--- src/rtl/bsc_pkg.sv ---
package bsc_pkg;
    typedef enum logic {
        MODE_SINGLE = 1'b0,
        MODE_DUAL   = 1'b1
    } cnt_mode_e;

    function automatic int unsigned scan_bytes(input int unsigned half_w, input int unsigned byte_w);
        return 1 + (2 * half_w) / byte_w;
    endfunction
endpackage

--- src/rtl/bsc_sync.sv ---
module bsc_sync #(
    parameter int          N       = 1,
    parameter int          STAGES  = 2,
    parameter logic [N-1:0] RST_VAL = '0
) (
    input  logic         clk,
    input  logic         rst_n,
    input  logic [N-1:0] async_i,
    output logic [N-1:0] level_o
);
    typedef struct packed {
        logic [STAGES-1:0][N-1:0] pipe;
    } sync_t;

    sync_t st_d, st_q;

    always_comb begin
        st_d = st_q;
        st_d.pipe[0] = async_i;
        for (int i = 1; i < STAGES; i++) begin
            st_d.pipe[i] = st_q.pipe[i-1];
        end
    end

    always_ff @(posedge clk or negedge rst_n) begin
        if (!rst_n) begin
            st_q.pipe <= {STAGES{RST_VAL}};
        end else begin
            st_q <= st_d;
        end
    end

    assign level_o = st_q.pipe[STAGES-1];
endmodule

--- src/rtl/bsc_counter.sv ---
module bsc_counter
    import bsc_pkg::*;
#(
    parameter int HALF_W = 16,
    localparam int CNT_W = 2 * HALF_W
) (
    input  logic             clk,
    input  logic             rst_n,
    input  cnt_mode_e        mode,
    input  logic             clr_n,
    input  logic             a_lvl,
    input  logic             b_lvl,
    input  logic             t_lvl,
    output logic [CNT_W-1:0] count_o
);
    typedef struct packed {
        logic [HALF_W-1:0] lo;
        logic [HALF_W-1:0] hi;
        logic              a_prev;
        logic              b_prev;
        logic              t_prev;
    } cnt_state_t;

    cnt_state_t st_d, st_q;

    logic            a_fall, b_fall, t_fall;
    logic [HALF_W:0] lo_sum;
    logic            lo_carry;
    logic            test_ok;
    logic            hi_step_a, hi_step_b;

    always_comb begin
        a_fall    = st_q.a_prev & ~a_lvl;
        b_fall    = st_q.b_prev & ~b_lvl;
        t_fall    = st_q.t_prev & ~t_lvl;
        lo_sum    = {1'b0, st_q.lo} + (HALF_W+1)'(a_fall);
        lo_carry  = lo_sum[HALF_W] & (mode == MODE_SINGLE);
        test_ok   = t_fall & ~st_q.hi[0] & (mode == MODE_SINGLE);
        hi_step_a = (mode == MODE_DUAL) ? b_fall : lo_carry;
        hi_step_b = test_ok;

        st_d        = st_q;
        st_d.a_prev = a_lvl;
        st_d.b_prev = b_lvl;
        st_d.t_prev = t_lvl;
        if (!clr_n) begin
            st_d.lo = '0;
            st_d.hi = '0;
        end else begin
            st_d.lo = lo_sum[HALF_W-1:0];
            st_d.hi = st_q.hi + HALF_W'(hi_step_a) + HALF_W'(hi_step_b);
        end
    end

    always_ff @(posedge clk or negedge rst_n) begin
        if (!rst_n) begin
            st_q <= '0;
        end else begin
            st_q <= st_d;
        end
    end

    assign count_o = {st_q.hi, st_q.lo};

    p_clear_zero_r3: assert property (@(posedge clk) disable iff (!rst_n)
        !clr_n |=> count_o == '0);

    p_single_inc_r1: assert property (@(posedge clk) disable iff (!rst_n)
        clr_n && mode == MODE_SINGLE && a_fall && !t_fall
        |=> count_o == $past(count_o) + 1'b1);

    p_dual_hi_hold_r2: assert property (@(posedge clk) disable iff (!rst_n)
        clr_n && mode == MODE_DUAL && !b_fall
        |=> count_o[CNT_W-1:HALF_W] == $past(count_o[CNT_W-1:HALF_W]));

    p_test_gate_r4: assert property (@(posedge clk) disable iff (!rst_n)
        clr_n && mode == MODE_SINGLE && !a_fall && count_o[HALF_W]
        |=> count_o[CNT_W-1:HALF_W] == $past(count_o[CNT_W-1:HALF_W]));
endmodule

--- src/rtl/bsc_scan.sv ---
module bsc_scan
    import bsc_pkg::*;
#(
    parameter int HALF_W = 16,
    parameter int BYTE_W = 8,
    localparam int CNT_W  = 2 * HALF_W,
    localparam int NBYTES = scan_bytes(HALF_W, BYTE_W),
    localparam int PTR_W  = $clog2(NBYTES + 1),
    localparam int SNAP_W = NBYTES * BYTE_W
) (
    input  logic              clk,
    input  logic              rst_n,
    input  logic              load_n,
    input  logic [BYTE_W-1:0] ext_byte,
    input  logic [CNT_W-1:0]  count_i,
    input  logic              sclk_lvl,
    input  logic              srst_lvl,
    input  logic              en_lvl,
    output logic [BYTE_W-1:0] dout_o,
    output logic              oe_o,
    output logic              cascade_o
);
    typedef struct packed {
        logic [NBYTES-1:0][BYTE_W-1:0] snap;
        logic [PTR_W-1:0]              ptr;
        logic                          sclk_prev;
    } scan_state_t;

    scan_state_t st_d, st_q;

    logic             sclk_rise;
    logic             in_range;
    logic [PTR_W-1:0] sel;

    always_comb begin
        sclk_rise      = sclk_lvl & ~st_q.sclk_prev;
        st_d           = st_q;
        st_d.sclk_prev = sclk_lvl;
        if (!load_n) begin
            st_d.snap = SNAP_W'({count_i, ext_byte});
        end
        if (srst_lvl) begin
            st_d.ptr = '0;
        end else if (sclk_rise && (st_q.ptr < PTR_W'(NBYTES))) begin
            st_d.ptr = st_q.ptr + 1'b1;
        end
    end

    always_ff @(posedge clk or negedge rst_n) begin
        if (!rst_n) begin
            st_q <= '0;
        end else begin
            st_q <= st_d;
        end
    end

    always_comb begin
        in_range  = st_q.ptr < PTR_W'(NBYTES);
        oe_o      = en_lvl & in_range;
        cascade_o = en_lvl & (st_q.ptr == PTR_W'(NBYTES));
        sel       = in_range ? st_q.ptr : '0;
        dout_o    = oe_o ? st_q.snap[sel] : '0;
    end

    p_quiet_bus_r8: assert property (@(posedge clk) disable iff (!rst_n)
        !oe_o |-> dout_o == '0);

    p_cascade_excl_r9: assert property (@(posedge clk) disable iff (!rst_n)
        cascade_o |-> !oe_o);

    p_scan_restart_r7: assert property (@(posedge clk) disable iff (!rst_n)
        srst_lvl |=> st_q.ptr == '0);

    p_snap_hold_r5: assert property (@(posedge clk) disable iff (!rst_n)
        load_n && $past(load_n) |-> $stable(st_q.snap));
endmodule

--- src/rtl/byte_scan_counter.sv ---
module byte_scan_counter
    import bsc_pkg::*;
#(
    parameter int HALF_W      = 16,
    parameter int BYTE_W      = 8,
    parameter int SYNC_STAGES = 2
) (
    input  logic              clk,
    input  logic              rst_n,
    input  logic              dual_mode,
    input  logic              cnt_a,
    input  logic              cnt_b,
    input  logic              test_cnt,
    input  logic              clr_n,
    input  logic [BYTE_W-2:0] ext_lo,
    input  logic              load_n,
    input  logic              scan_clk,
    input  logic              scan_rst,
    input  logic              scan_en,
    output logic [BYTE_W-1:0] dout,
    output logic              dout_oe,
    output logic              cascade_out
);
    localparam int CNT_W    = 2 * HALF_W;
    localparam int I_A      = 0;
    localparam int I_B      = 1;
    localparam int I_T      = 2;
    localparam int I_CLR    = 3;
    localparam int I_LOAD   = 4;
    localparam int I_SCLK   = 5;
    localparam int I_SRST   = 6;
    localparam int I_SEN    = 7;
    localparam int I_EXT    = 8;
    localparam int N_SYNC   = I_EXT + BYTE_W - 1;
    localparam logic [N_SYNC-1:0] SYNC_RST = N_SYNC'(1) << I_LOAD;

    logic [N_SYNC-1:0] raw_in, lvl;
    logic [CNT_W-1:0]  count;
    logic [BYTE_W-1:0] ext_byte;
    cnt_mode_e         mode;

    assign raw_in = {ext_lo, scan_en, scan_rst, scan_clk, load_n, clr_n, test_cnt, cnt_b, cnt_a};
    assign mode   = dual_mode ? MODE_DUAL : MODE_SINGLE;

    bsc_sync #(
        .N       (N_SYNC),
        .STAGES  (SYNC_STAGES),
        .RST_VAL (SYNC_RST)
    ) u_sync (
        .clk     (clk),
        .rst_n   (rst_n),
        .async_i (raw_in),
        .level_o (lvl)
    );

    bsc_counter #(
        .HALF_W (HALF_W)
    ) u_counter (
        .clk     (clk),
        .rst_n   (rst_n),
        .mode    (mode),
        .clr_n   (lvl[I_CLR]),
        .a_lvl   (lvl[I_A]),
        .b_lvl   (lvl[I_B]),
        .t_lvl   (lvl[I_T]),
        .count_o (count)
    );

    assign ext_byte = {lvl[I_A], lvl[N_SYNC-1:I_EXT]};

    bsc_scan #(
        .HALF_W (HALF_W),
        .BYTE_W (BYTE_W)
    ) u_scan (
        .clk       (clk),
        .rst_n     (rst_n),
        .load_n    (lvl[I_LOAD]),
        .ext_byte  (ext_byte),
        .count_i   (count),
        .sclk_lvl  (lvl[I_SCLK]),
        .srst_lvl  (lvl[I_SRST]),
        .en_lvl    (lvl[I_SEN]),
        .dout_o    (dout),
        .oe_o      (dout_oe),
        .cascade_o (cascade_out)
    );
endmodule

--- config.mk ---
export PLATFORM = sky130hd
export DESIGN_NAME = byte_scan_counter
export DESIGN_NICKNAME = d
export VERILOG_FILES = /design/src/rtl/bsc_pkg.sv /design/src/rtl/bsc_sync.sv /design/src/rtl/bsc_counter.sv /design/src/rtl/bsc_scan.sv /design/src/rtl/byte_scan_counter.sv
export SDC_FILE = /design/constraint.sdc
export NUM_CORES = 1
export LEC_CHECK = 0
export ABC_CLOCK_PERIOD_IN_PS = 5290
export BUFFER_PORTS_ARGS = -buffer_cell sky130_fd_sc_hd__buf_2
export CAP_MARGIN = 20
export CORE_UTILIZATION = 40
export CTS_BUF_LIST = sky130_fd_sc_hd__clkbuf_4 sky130_fd_sc_hd__clkbuf_8
export CTS_CLUSTER_SIZE = 10
export DETAILED_ROUTE_END_ITERATION = 8
export PLACE_DENSITY = 0.58
export SLEW_MARGIN = 20
export SYNTH_ARGS = -nofsm -noshare
export SYNTH_HDL_FRONTEND = slang
export SYNTH_SLANG_ARGS = --single-unit
--- constraint.sdc ---
create_clock -name clk -period 5.29 [get_ports clk]
set_input_delay 1.587 -clock clk [delete_from_list [all_inputs] [get_ports clk]]
set_output_delay 1.587 -clock clk [all_outputs]
set_load 0.1 [all_outputs]
After elaboration in Yosys (flattened, before gate mapping) --
Cells that the tools add are included.
Word-level totals: word-level logic and storage cells 47, input bits 18, flip-flop bits (word level) 109, bits in latches 0, bits in read-only memories 0, memories 0, output and inout port bits 10, memory bits (writable) 0
Operators by class: divide/modulo/power cells 0, $lt $le $gt $ge 2, shifts and indexed selects 0, $mul 0, reductions and logical operators 2, add/sub/neg operators 4, bitwise logic cells 15, multiplexer cells 9, equality and inequality tests 1
Operators by type and width (count):
- $add A16 B1 Y16 | 2
- $mux W32 | 1
- $bmux W8 S3 | 1
- $add A16 B1 Y17 | 1
- $mux W8 | 2
- $and A1 B1 Y1 | 9
- $mux W3 | 3
- $not A1 Y1 | 6
- $lt A3 B4 Y1 const B | 1
- $add A3 B1 Y3 const B | 1
- $eq A3 B3 Y1 const B | 1
- $lt A3 B3 Y1 const B | 1
- $mux W1 | 2
- $reduce_bool A2 Y1 | 1
- $logic_and A1 B1 Y1 | 1

Logic depth before layout (Yosys ltp) --
Gate-level depths: netlist of run 1.
depth in word-level cells 8, mapped depth 12, gate-level depth less buffers 11

Cells and area by module --
A second synthesis of run 1 with hierarchy kept.
Unflattened totals: cell total of the unflattened synthesis 376, area, all modules 4853.4 sq um
Modules (own cells, without submodules):
- bsc_scan | sequential area each 1101.1 sq um, cells an instance 153, instances 1, area an instance 2053.2 sq um
- bsc_counter | sequential area each 875.8 sq um, cells an instance 193, instances 1, area an instance 2047.0 sq um
- bsc_sync | sequential area each 753.2 sq um, cells an instance 30, instances 1, area an instance 753.2 sq um

Worst setup path before layout of run 1 --
No wires, ideal clock.
path type register -> output, start point reg u_scan.st_q[1] (netlist name), end point out dout[0], arrival time 2.857 ns, path buffers 2, setup slack 0.846 ns, stages on the path, launching flop included 6, data required time 3.703 ns, path through dfrtp_1 > clkbuf_1 > clkbuf_1 > o21ai_1 > o221ai_1 > a21oi_1
Between the ends: word-level cells in the longest chain between the ends 5, elaborated cells between the ends (all ways) 6, classes of those cells 1 x order compare; 4 x mux; 1 x bitwise
RTL lines:
- start: declaration | line bsc_scan.sv:29 | scan_state_t st_d, st_q;
- start signal: assignment | line bsc_scan.sv:53 | st_q <= st_d;
- $lt A3 B3 Y1 | line bsc_scan.sv:58 | in_range = st_q.ptr < PTR_W'(NBYTES);
- $mux W3 | line bsc_scan.sv:61 | sel = in_range ? st_q.ptr : '0;
- $bmux W8 S3 | line bsc_scan.sv:62 | dout_o = oe_o ? st_q.snap[sel] : '0;
- $mux W8 (implied by the code) | line bsc_scan.sv:62
- $mux W8 * | line bsc_scan.sv:62
- end: declaration | line byte_scan_counter.sv:20 | output logic [BYTE_W-1:0] dout,
Every way passes the cells marked *; elsewhere a longest branch is shown, timed or not. The select of a mux whose other input is x is not followed.

Worst setup path after layout of run 1 --
start point reg u_scan.st_q[1] (netlist name), end point out dout[1]
The elaborated chain is that of the path after synthesis.

==> results by group, run 1 <==
Floorplanning
  – Die W: 108 um
  – Row count: 38
  – Initial cell density of the core: 41.3%
  – Io pins: 28
  – Core ar.: 10900 um2
  – DIE AREA: 11700 um2
  – Die height: 108 um

STA
  – Slew Viols, Final: 0
  – Worst Max-Slew Pin Slew: 974 ps
  – Final Hold Vio Count: 0
  – Setup TNS: 0 ps
  – Final Setup Violations: 0
  – Relative slew slack: 35.1%
  – Min Clock Period, post-route: 4230 ps
  – Fmax achieved: 237 MHz
  – Setup Skew: 10.0 ps
  – RSZ-0062 raised after global routing: no
  – Final period util: 79.9%

Global route
  – GRT overflow: 0
  – Initial antenna violation count: 0
  – Largest net degree at the start of global routing: 44
  – All-Layer GR Usage: 16.2%
  – First-pass GRT wire length: 14300 um
  – Vias in the first global route: 2700
  – Met3 Use GR: 2.71%
  – Met2 usage in global routing: 25.4%
  – Top Usage Layer GRT: met2
  – GR Layer Usage met1: 22.8%

Finish
  – Layout cell share with drive strength beyond 1: 27.2%
  – Cell area after layout: 4990 um2
  – Fill cell count: 1030
  – Layout area overhead: 10.5%
  – End-of-flow core utilization: 45.6%
  – Ant. Diodes: 0
  – Post-layout nets: 409

Critical path
  – R2R Setup Slk: 2050 ps
  – Startpoint types: flip-flop
  – Crit path DAT: 2640 ps
  – CP max FO: 31
  – CP required: 3700 ps
  – Critical path capture point type: primary output
  – Crit Path Class: flip-flop to primary output

Flow run
  – Max cap viols: 0

Clock tree
  – Post-cts sizing count: 0
  – TritonCTS Buffers: 9
  – CTS tree: built
  – CTS root buf: clkbuf_8
  – CTS Buffer Depth: 2
  – Clock slew at reported path FFs: 110 ps
  – H-tree depth: 3
  – Hold buffers post-CTS: 0
  – CTS sink cnt: 109
  – Clk_lat worst skew: 370 ps
  – Post-CTS setup buffer count: 0

Power
  – Pwr per Cell Area: 307 nW/um2
  – Leakage power: 2.28 nW
  – Worst vdd ir: 0.000159 V

Logic synthesis
  – Synth top area cells: dfrtp_1 (59%), mux2_2 (13%), xor2_1 (2.9%)
  – Unique masters post-synth: 34
  – Combinational family with the most area after synthesis: multiplexers
  – Share of the synthesized area in the top cell type: 59.3%
  – Cell taking the most area after synthesis: dfrtp_1
  – Synthesized area per cell: 12.5 um2
  – Top cells by count, synth: dfrtp_1 (107), mux2_2 (53), nor2_1 (21)
  – Count leader, synth: dfrtp_1
  – Flops & latches, synth: 109
  – Mapped Cells: 362
  – EDFF count, synth: 0
  – Post-synth ARST share: 100%
  – Yosys Warn Count: 0
  – Compound-gate portion of the synthesized area: 6.51%
  – Mux contribution to synthesized area: 13.2%
  – Post-synthesis cell area: 4520 um2
  – Mapped Nets: 386
  – Post-synthesis sequential area ratio: 60.5%
  – Main synth FF type: dfrtp_1
  – Synth Area in XOR/XNOR: 4.07%
  – Post-Synth Adder-Cell Area: 1.83%
  – Simple-gate share of the synthesized area: 12.0%

Drt
  – # DRC: 0
  – Initial DRC count: 108
  – Final WL: 8690 um
  – DR pass1 iterations: 6
  – ANT nets after route: 0
  – Post-DR wirelength/cell: 16.4 um
  – Via Count: 2774
  – Routed vias/inst: 5.23

Outcome
  – Status: finished, final reports clean

Hold path
  – Hold Path Class: flip-flop to flip-flop

Place
  – IO Port Bufs: 27
  – Hpwl dp: 5970 um
  – Gpl congestion: 0.745
  – Area post-placement: 4780 um2
-- registers in the layout, indices dropped and copies added (netlist names) --
name               cells
u_scan.st_q           44
u_sync.level_o        15
u_counter.count_o     32
u_sync.st_d           15
u_counter.st_q         3
-- path summary, 6_finish.rpt --
kind / startpoint / cells after the start / endpoint
worst max-delay path: u_scan.st_q[1] / 4 / dout[1]
worst min-delay path: u_sync.st_d[16] / 0 / u_sync.level_o[1]
worst max register to register: u_sync.level_o[0] / 11 / u_counter.count_o[31]
worst min register to register: u_sync.st_d[16] / 0 / u_sync.level_o[1]
max in group asynchronous: rst_n / 2 / u_scan.st_q[33]
min in group asynchronous: rst_n / 1 / u_counter.count_o[26]
-- metal layers --
metal,part of all wire [%],wire (um)
met5,0,0
met4,0.75,65
met3,2.6,224
met2,48,4160
met1,49,4240
-- cell families (layout without fill, tap and decap cells) --
kind of cell | after synthesis | in the layout
AND/OR/NAND/NOR | 100 | 100
XOR/XNOR | 21 | 21
adder cells (fa/ha/maj) | 6 | 6
buffers and inverters | 23 | 51
AO/OA/AOI/OAI | 50 | 50
flip-flops | 109 | 109
multiplexers | 53 | 53
-- placed cells by master (no fill, tap or decap), types with 2 or more instances in the layout --
| cell type | instances |
|---|---|
| buf_2 | 26 |
| and4_1 | 3 |
| a21oi_1 | 19 |
| inv_8 | 3 |
| nor2_1 | 21 |
| nor3_1 | 3 |
| xnor2_1 | 6 |
| nand3_1 | 11 |
| ha_1 | 5 |
| inv_1 | 5 |
| dfrtp_1 | 106 |
| o21ai_0 | 18 |
| and2_1 | 7 |
| xor2_1 | 15 |
| nand4_1 | 7 |
| clkbuf_8 | 9 |
| dfstp_2 | 2 |
| a311oi_1 | 2 |
| buf_4 | 3 |
| o221ai_1 | 8 |
| or3_1 | 7 |
| nand2_1 | 20 |
| mux2_2 | 53 |
| and3_1 | 5 |
| nor2b_1 | 10 |
-- worst max-delay path, stage by stage, from the launching register on --
cell and delay, ps:
dfrtp_2 660, o21ai_1 690, o221ai_1 190, a21oi_1 240, buf_2 480
-- stage by stage --
stage | total power, mW | hold WS (ps) | instances | worst slack (ps)
floorplan | 0.980 | 331 | 362 | 846
global placement | 1.02 | 332 | 514 | 1250
detailed placement | 1.03 | 335 | 514 | 1190
CTS | 1.56 | 361 | 530 | 763
global route | 1.60 | 366 | 530 | 892
finish | 1.53 | 359 | 530 | 1060
-- where the power goes --
| part | leakage (nW) | switching, mW | total [mW] | internal, mW |
|---|---|---|---|---|
| combinational | 0.756 | 0.0844 | 0.122 | 0.0374 |
| clock | 0.110 | 0.296 | 0.527 | 0.231 |
| sequential | 1.42 | 0.0275 | 0.886 | 0.858 |
| total | 2.28 | 0.408 | 1.53 | 1.13 |
-- cell type report --
| type | count | area [um2] | area share (%) |
|---|---|---|---|
| Clock buffer | 9 | 124 | 2.48 |
| Multi-Input combinational cell | 230 | 1700 | 34.0 |
| Inverter | 6 | 22.5 | 0.451 |
| Tap cell | 140 | 175 | 3.51 |
| Timing Repair Buffer | 29 | 153 | 3.06 |
| Sequential cell | 109 | 2730 | 54.7 |
| Clock inverter | 7 | 86.3 | 1.73 |
Power figures use the tool's default switching activity.
==> run 2: changes to the inputs <==
- ABC_CLOCK_PERIOD_IN_PS: 5290 -> 4210
- clock period: 5.29 -> 4.21 ns (I/O delays scaled with it)
==> run 2 against run 1 <==
  * Power increased by 25%
  * Final cell count rose by 0.38%
  * Clock power rose by 24%
  * Clock skew down 0.56 ps
  * Sequential power increased by 24%
  * Sequential share of layout area shrank 0.34 points
  * Wire length down 2.3%
  * Count of clock-buffer cells in the layout unchanged
  * Design area increased by 0.58%
  * Critical endpoint unchanged
  * Largest power group unchanged
==> results by group, run 2 (synthesis gave the netlist of run 1 again) <==
Outcome
  – Status: finished, final reports clean

Critical path
  – Crit path DAT: 2410 ps (-230 ps)
  – Setup crit end: dout[1]
  – CP required: 2950 ps (-750 ps)
  – CP max FO: 20 (-35%)
  – Crit-path cells: inv_1 > nand2_1 > o221ai_1 > a21oi_1 > buf_2
  – CP max stage delay: 480 ps (-210 ps)
  – R2R Setup Slk: 990 ps (-1060 ps)
  – Critical path capture point type: primary output
  – Startpoint types: flip-flop
  – Source of the critical timing path: u_scan.st_q[3]
  – Crit Path Class: flip-flop to primary output
  – Slowest cell on crit path: buf_2
  – FF-to-FF End: u_counter.count_o[31]
  – Worst r2r src: u_sync.level_o[0]
  – Worst reg2reg path depth: 11 (unchanged)

Power
  – Leakage power: 2.29 nW (+0.46%)
  – Pwr per Cell Area: 383 nW/um2 (+25%)
  – Worst vdd ir: 0.000240 V (+51%)

Hold path
  – Hold Path Class: flip-flop to flip-flop

Place
  – IO Port Bufs: 27 (unchanged)
  – Setup WS pre-CTS: 985 ps (-208 ps)
  – Gpl congestion: 0.772 (+3.6%)
  – Hpwl dp: 5650 um (-5.5%)

Global route
  – First-pass GRT wire length: 14000 um (-1.9%)
  – Largest net degree at the start of global routing: 81 (+84%)
  – Vias in the first global route: 2692 (-0.30%)
  – Initial antenna violation count: 0 (unchanged)
  – GRT overflow: 0 (unchanged)
  – All-Layer GR Usage: 16.3% (+0.14 points)

Floorplanning
  – Io pins: 28 (unchanged)
  – Row count: 38 (unchanged)
  – Initial cell density of the core: 41.3% (unchanged)
  – Core ar.: 10900 um2 (unchanged)
  – Die W: 108 um (unchanged)
  – Die height: 108 um (unchanged)
  – DIE AREA: 11700 um2 (unchanged)

Drt
  – Post-DR wirelength/cell: 16.0 um (-2.6%)
  – DR pass1 iterations: 4 (-2)
  – ANT nets after route: 0 (unchanged)
  – Initial DRC count: 102 (-5.6%)
  – # DRC: 0 (unchanged)
  – Final WL: 8490 um (-2.3%)
  – Routed vias/inst: 5.12 (-2.1%)
  – Via Count: 2725 (-1.8%)

Clock tree
  – CTS root buf: clkbuf_8
  – CTS tree: built
  – TritonCTS Buffers: 9 (unchanged)
  – Post-CTS setup buffer count: 0 (unchanged)
  – Post-cts sizing count: 0 (unchanged)
  – CTS sink cnt: 109 (unchanged)
  – CTS Buffer Depth: 2 (unchanged)
  – H-tree depth: 3 (unchanged)
  – Clock slew at reported path FFs: 100 ps (about the same)
  – Hold buffers post-CTS: 0 (unchanged)
  – Clk_lat worst skew: 390 ps (+20 ps)

STA
  – Slew Viols, Final: 0 (unchanged)
  – Setup Skew: 9.47 ps (-0.559 ps)
  – Final hold slack: 358 ps (-0.716 ps)
  – Final Setup Violations: 0 (unchanged)
  – Final period util: 87.1%
  – Setup TNS: 0 ps (unchanged)
  – Final Hold Vio Count: 0 (unchanged)
  – Relative slew slack: 36.0% (+0.97 points)
  – RSZ-0062 raised after global routing: no
  – Worst Max-Slew Pin Slew: 960 ps (-14.5 ps)
  – Min Clock Period, post-route: 3670 ps
  – Worst Slack Setup Final: 542 ps (-523 ps)
  – Fmax achieved: 273 MHz

Finish
  – Reg with most FFs: u_scan.st_q
  – Fill cell count: 1037 (+0.68%)
  – End-of-flow core utilization: 45.9% (+0.26 points)
  – Layout area overhead: 11.2%
  – Most common cell after layout, fill and taps aside: dfrtp_1
  – Ant. Diodes: 0 (unchanged)
  – Most frequent cells in the layout: dfrtp_1 (107), mux2_2 (53), buf_2 (26)
  – Layout cell share with drive strength beyond 1: 27.3% (+0.12 points)
  – Post-layout nets: 411 (+0.49%)
  – Number of flip-flops in the largest register: 44 (unchanged)

Flow run
  – Max cap viols: 0 (unchanged)
-- run 2: cell count changes in the layout (fill, tap and decap cells not counted) --
cell,before,now
inv_8,3,0
inv_6,1,3
buf_16,0,1
buf_4,3,4
clkinv_2,1,0
clkinv_4,1,2
clkinvlp_4,0,1
dfrtp_1,106,107
dfrtp_2,1,0
-- run 2: worst min-delay path by stage --
stage | start | slack [ps] | endpoint | cells past startpoint
floorplan | u_sync.st_d[15] | 330 | u_sync.level_o[0] | 0
global placement | u_sync.st_d[29] | 330 | u_sync.level_o[14] | 0
detailed placement | u_sync.st_d[26] | 330 | u_sync.level_o[11] | 0
CTS | u_sync.st_d[26] | 360 | u_sync.level_o[11] | 0
global route | u_sync.st_d[15] | 370 | u_sync.level_o[0] | 0
finish | u_sync.st_d[26] | 360 | u_sync.level_o[11] | 0
-- run 2: per-layer routing --
layer / global-route usage (%) / part of all wire [%] / wire (um)
met3: 3.98 / 2.6 / 218
met1: 22.9 / 50 / 4260
met5: 0 / 0 / 0
met4: 7.24 / 2.0 / 168
met2: 23.9 / 45 / 3850
-- run 2: area by class of cell --
type / count / area, um2 / area share [%]
Clock inverter: 7 / 81.3 / 1.62
Timing Repair Buffer: 31 / 188 / 3.74
Clock buffer: 9 / 124 / 2.47
Multi-Input combinational cell: 230 / 1700 / 33.8
Tap cell: 140 / 175 / 3.49
Sequential cell: 109 / 2730 / 54.4
Inverter: 6 / 22.5 / 0.449
-- run 2: critical path, delay by kind of cell, from the launching register on --
kind,cells,cell delay [ps]
compound gates,2,470
buf+inv,2,760
simple gates,1,340
flops,1,440
-- run 2: where the power goes --
part           internal, mW  switching, mW  total, mW
clock                 0.283          0.370      0.653
sequential             1.08         0.0265       1.10
combinational        0.0506          0.115      0.166
total                  1.41          0.511       1.92
-- run 2: metrics by stage --
| stage | area, um2 | cells | total power [mW] |
|---|---|---|---|
| after floorplan | 4520 | 362 | 1.23 |
| after global placement | 4790 | 515 | 1.29 |
| after detailed placement | 4790 | 515 | 1.29 |
| after CTS | 4990 | 531 | 1.95 |
| after global routing | 5020 | 532 | 2.01 |
| final | 5020 | 532 | 1.92 |
==> run 3: changes to the inputs <==
--- a/config.mk
+++ b/config.mk
@@ -9,9 +9,12 @@
 export BUFFER_PORTS_ARGS = -buffer_cell sky130_fd_sc_hd__buf_2
 export CAP_MARGIN = 20
+export CELL_PAD_IN_SITES_DETAIL_PLACEMENT = 2
+export CELL_PAD_IN_SITES_GLOBAL_PLACEMENT = 2
 export CORE_UTILIZATION = 40
 export CTS_BUF_LIST = sky130_fd_sc_hd__clkbuf_4 sky130_fd_sc_hd__clkbuf_8
 export CTS_CLUSTER_SIZE = 10
 export DETAILED_ROUTE_END_ITERATION = 8
-export PLACE_DENSITY = 0.58
+export GPL_ROUTABILITY_DRIVEN = 0
+export PLACE_DENSITY = 0.78
 export SLEW_MARGIN = 20
 export SYNTH_ARGS = -nofsm -noshare
==> constraint.sdc (replaced) <==
create_clock -name clk -period 4.21 [get_ports clk]
set_input_delay 0.421 -clock clk [delete_from_list [all_inputs] [get_ports clk]]
set_output_delay 0.421 -clock clk [all_outputs]
set_load 0.1 [all_outputs]
==> run 3 against run 2 <==
  * Sequential power barely moved
  * Highest routed layer unchanged
  * Combinational power barely moved
  * Sequential cell count did not move
  * Largest power group unchanged
  * Die area did not move
  * Largest cell class unchanged
  * Wire length rose by 18%
==> results by group, run 3 (synthesis gave the netlist of run 1 again) <==
Outcome
  – Status: finished, final reports clean

STA
  – Setup TNS: 0 ps (unchanged)
  – Fmax achieved: 301 MHz (+10%)
  – Final period util: 79.0% (-8.1 points)
  – Setup Skew: 10.3 ps (+0.807 ps)
  – Min Clock Period, post-route: 3330 ps (-341 ps)
  – Relative slew slack: 34.2% (-1.8 points)
  – Final Hold Vio Count: 0 (unchanged)
  – Worst Slack Setup Final: 883 ps (+341 ps)
  – Worst Max-Slew Pin Slew: 987 ps (+27.6 ps)
  – Final Setup Violations: 0 (unchanged)
  – RSZ-0062 raised after global routing: no
  – Slew Viols, Final: 0 (unchanged)

Clock tree
  – CTS root buf: clkbuf_8
  – CTS Buffer Depth: 2 (unchanged)
  – CTS tree: built
  – Post-cts sizing count: 0 (unchanged)
  – Clk_lat worst skew: 380 ps (about the same)
  – CTS sink cnt: 109 (unchanged)
  – Post-CTS setup buffer count: 0 (unchanged)
  – TritonCTS Buffers: 9 (unchanged)
  – H-tree depth: 3 (unchanged)
  – Clock slew at reported path FFs: 90 ps (about the same)

Hold path
  – Hold path cells: 1 (+1)
  – Hold path start: load_n
  – Hold EP: u_sync.st_d[19]
  – Hold Path Class: input pin to flip-flop

Power
  – Worst vdd ir: 0.000247 V (+2.5%)
  – Power Total: 1.88 mW (-2.4%)
  – Leakage power: 2.29 nW (-0.28%)
  – Pwr per Cell Area: 376 nW/um2 (-1.8%)

Place
  – DP Cell Count: 515 (unchanged)
  – IO Port Bufs: 27 (unchanged)
  – Setup WS pre-CTS: 924 ps (-60.3 ps)
  – Hpwl dp: 7050 um (+25%)

Finish
  – Number of flip-flops in the largest register: 44 (unchanged)
  – Reg with most FFs: u_scan.st_q
  – Most frequent cells in the layout: dfrtp_1 (107), mux2_2 (53), buf_2 (26)
  – End-of-flow core utilization: 45.6% (-0.29 points)
  – Ant. Diodes: 0 (unchanged)
  – Layout cell share with drive strength beyond 1: 27.0% (-0.26 points)
  – Post-layout nets: 411 (unchanged)
  – Layout area overhead: 10.5%
  – Most common cell after layout, fill and taps aside: dfrtp_1
  – Final cell count without fillers: 532 (unchanged)

Global route
  – Largest net degree at the start of global routing: 51 (-37%)
  – All-Layer GR Usage: 19.0% (+2.6 points)
  – Initial antenna violation count: 0 (unchanged)
  – Vias in the first global route: 3116 (+16%)
  – First-pass GRT wire length: 16400 um (+17%)
  – GRT overflow: 0 (unchanged)

Drt
  – Final WL: 10000 um (+18%)
  – DR pass1 iterations: 4 (unchanged)
  – Initial DRC count: 83 (-19%)
  – Via Count: 2862 (+5.0%)
  – Routed vias/inst: 5.38 (+5.0%)
  – # DRC: 0 (unchanged)
  – Post-DR wirelength/cell: 18.8 um (+18%)
  – ANT nets after route: 0 (unchanged)

Critical path
  – Crit Path Class: flip-flop to flip-flop
  – Critical path capture point type: flip-flop
  – Crit path DAT: 3620 ps (+1210 ps)
  – Slowest cell on crit path: or4_4
  – CP max stage delay: 550 ps (+70 ps)
  – Critical path's top delay family: simple AND/OR/NAND/NOR gates
  – Startpoint types: flip-flop
  – R2R Setup Slk: 880 ps (-110 ps)
  – CP required: 4500 ps (+1550 ps)
  – CP max FO: 5 (-75%)
  – Worst r2r src: u_sync.level_o[0]
  – Critical path buffers and inverters: 0 (-2)
  – Crit-path cells: nor2b_1 > ha_1 > ha_1 > nand2_1 > or4_4 > o41ai_1 > fa_1 > and2_1 > nand2_1 > or3_1 > a21oi_1
  – FF-to-FF End: u_counter.count_o[29]
  – Worst reg2reg path depth: 11 (unchanged)

Floorplanning
  – Io pins: 28 (unchanged)
  – Die W: 108 um (unchanged)
  – Row count: 38 (unchanged)
  – DIE AREA: 11700 um2 (unchanged)
  – Die height: 108 um (unchanged)
  – Initial cell density of the core: 41.3% (unchanged)
  – Core ar.: 10900 um2 (unchanged)

Flow run
  – Max cap viols: 0 (unchanged)
==> run 3: cell type report <==
cell class | count | area [um2]
Fill cell | 1100 | 5950
Sequential cell | 109 | 2730
Multi-Input combinational cell | 230 | 1700
Tap cell | 140 | 175
Clock buffer | 13 | 173
Timing Repair Buffer | 31 | 170
Inverter | 6 | 22.5
Clock inverter | 3 | 18.8
==> run 3: power by group <==
part | switching (mW) | total (mW) | internal, mW
combinational | 0.117 | 0.166 | 0.0484
sequential | 0.0286 | 1.11 | 1.08
clock | 0.334 | 0.604 | 0.270
==> run 3: worst max path at each step <==
stage / startpoint / end / slack (ps) / depth (start not counted)
after detailed placement: u_sync.level_o[0] / u_counter.count_o[28] / 920 / 11
final: u_sync.level_o[0] / u_counter.count_o[29] / 880 / 11
after CTS: u_sync.level_o[0] / u_counter.count_o[28] / 880 / 11
after global routing: u_sync.level_o[0] / u_counter.count_o[28] / 620 / 11
after floorplan: u_scan.st_q[1] / dout[0] / 930 / 5
after global placement: u_sync.level_o[0] / u_counter.count_o[29] / 1110 / 11
==> run 3: worst register-to-register path: stages (launching register included) <==
cell and delay, ps:
dfrtp_1 400, nor2b_1 120, ha_1 210, ha_1 230
nand2_1 130, or4_4 550, o41ai_1 450, fa_1 330
and2_1 170, nand2_1 100, or3_1 380, a21oi_1 170
==> run 3: repair_timing <==
action | 4_1_cts | 5_1_grt
endpoints found under the hold margin | 24 | 0
setup endpoints to repair | 0 | 0
hold buffers | 1 | 0
==> run 3: through the flow <==
step | instance area, um2 | hold slack (ps)
floorplan | 4520 | 125
global placement | 4790 | 331
detailed placement | 4790 | 336
CTS | 4990 | 117
global route | 4990 | 109
finish | 4990 | 140
==> run 3: layer usage <==
layer	GRT usage, %	up-vias	wire length (um)
met3	5.67	8	300
met1	23.9	1514	4470
met4	4.54	0	95
li1	-	1314	-
met2	32.0	26	5140
met5	0	-	0
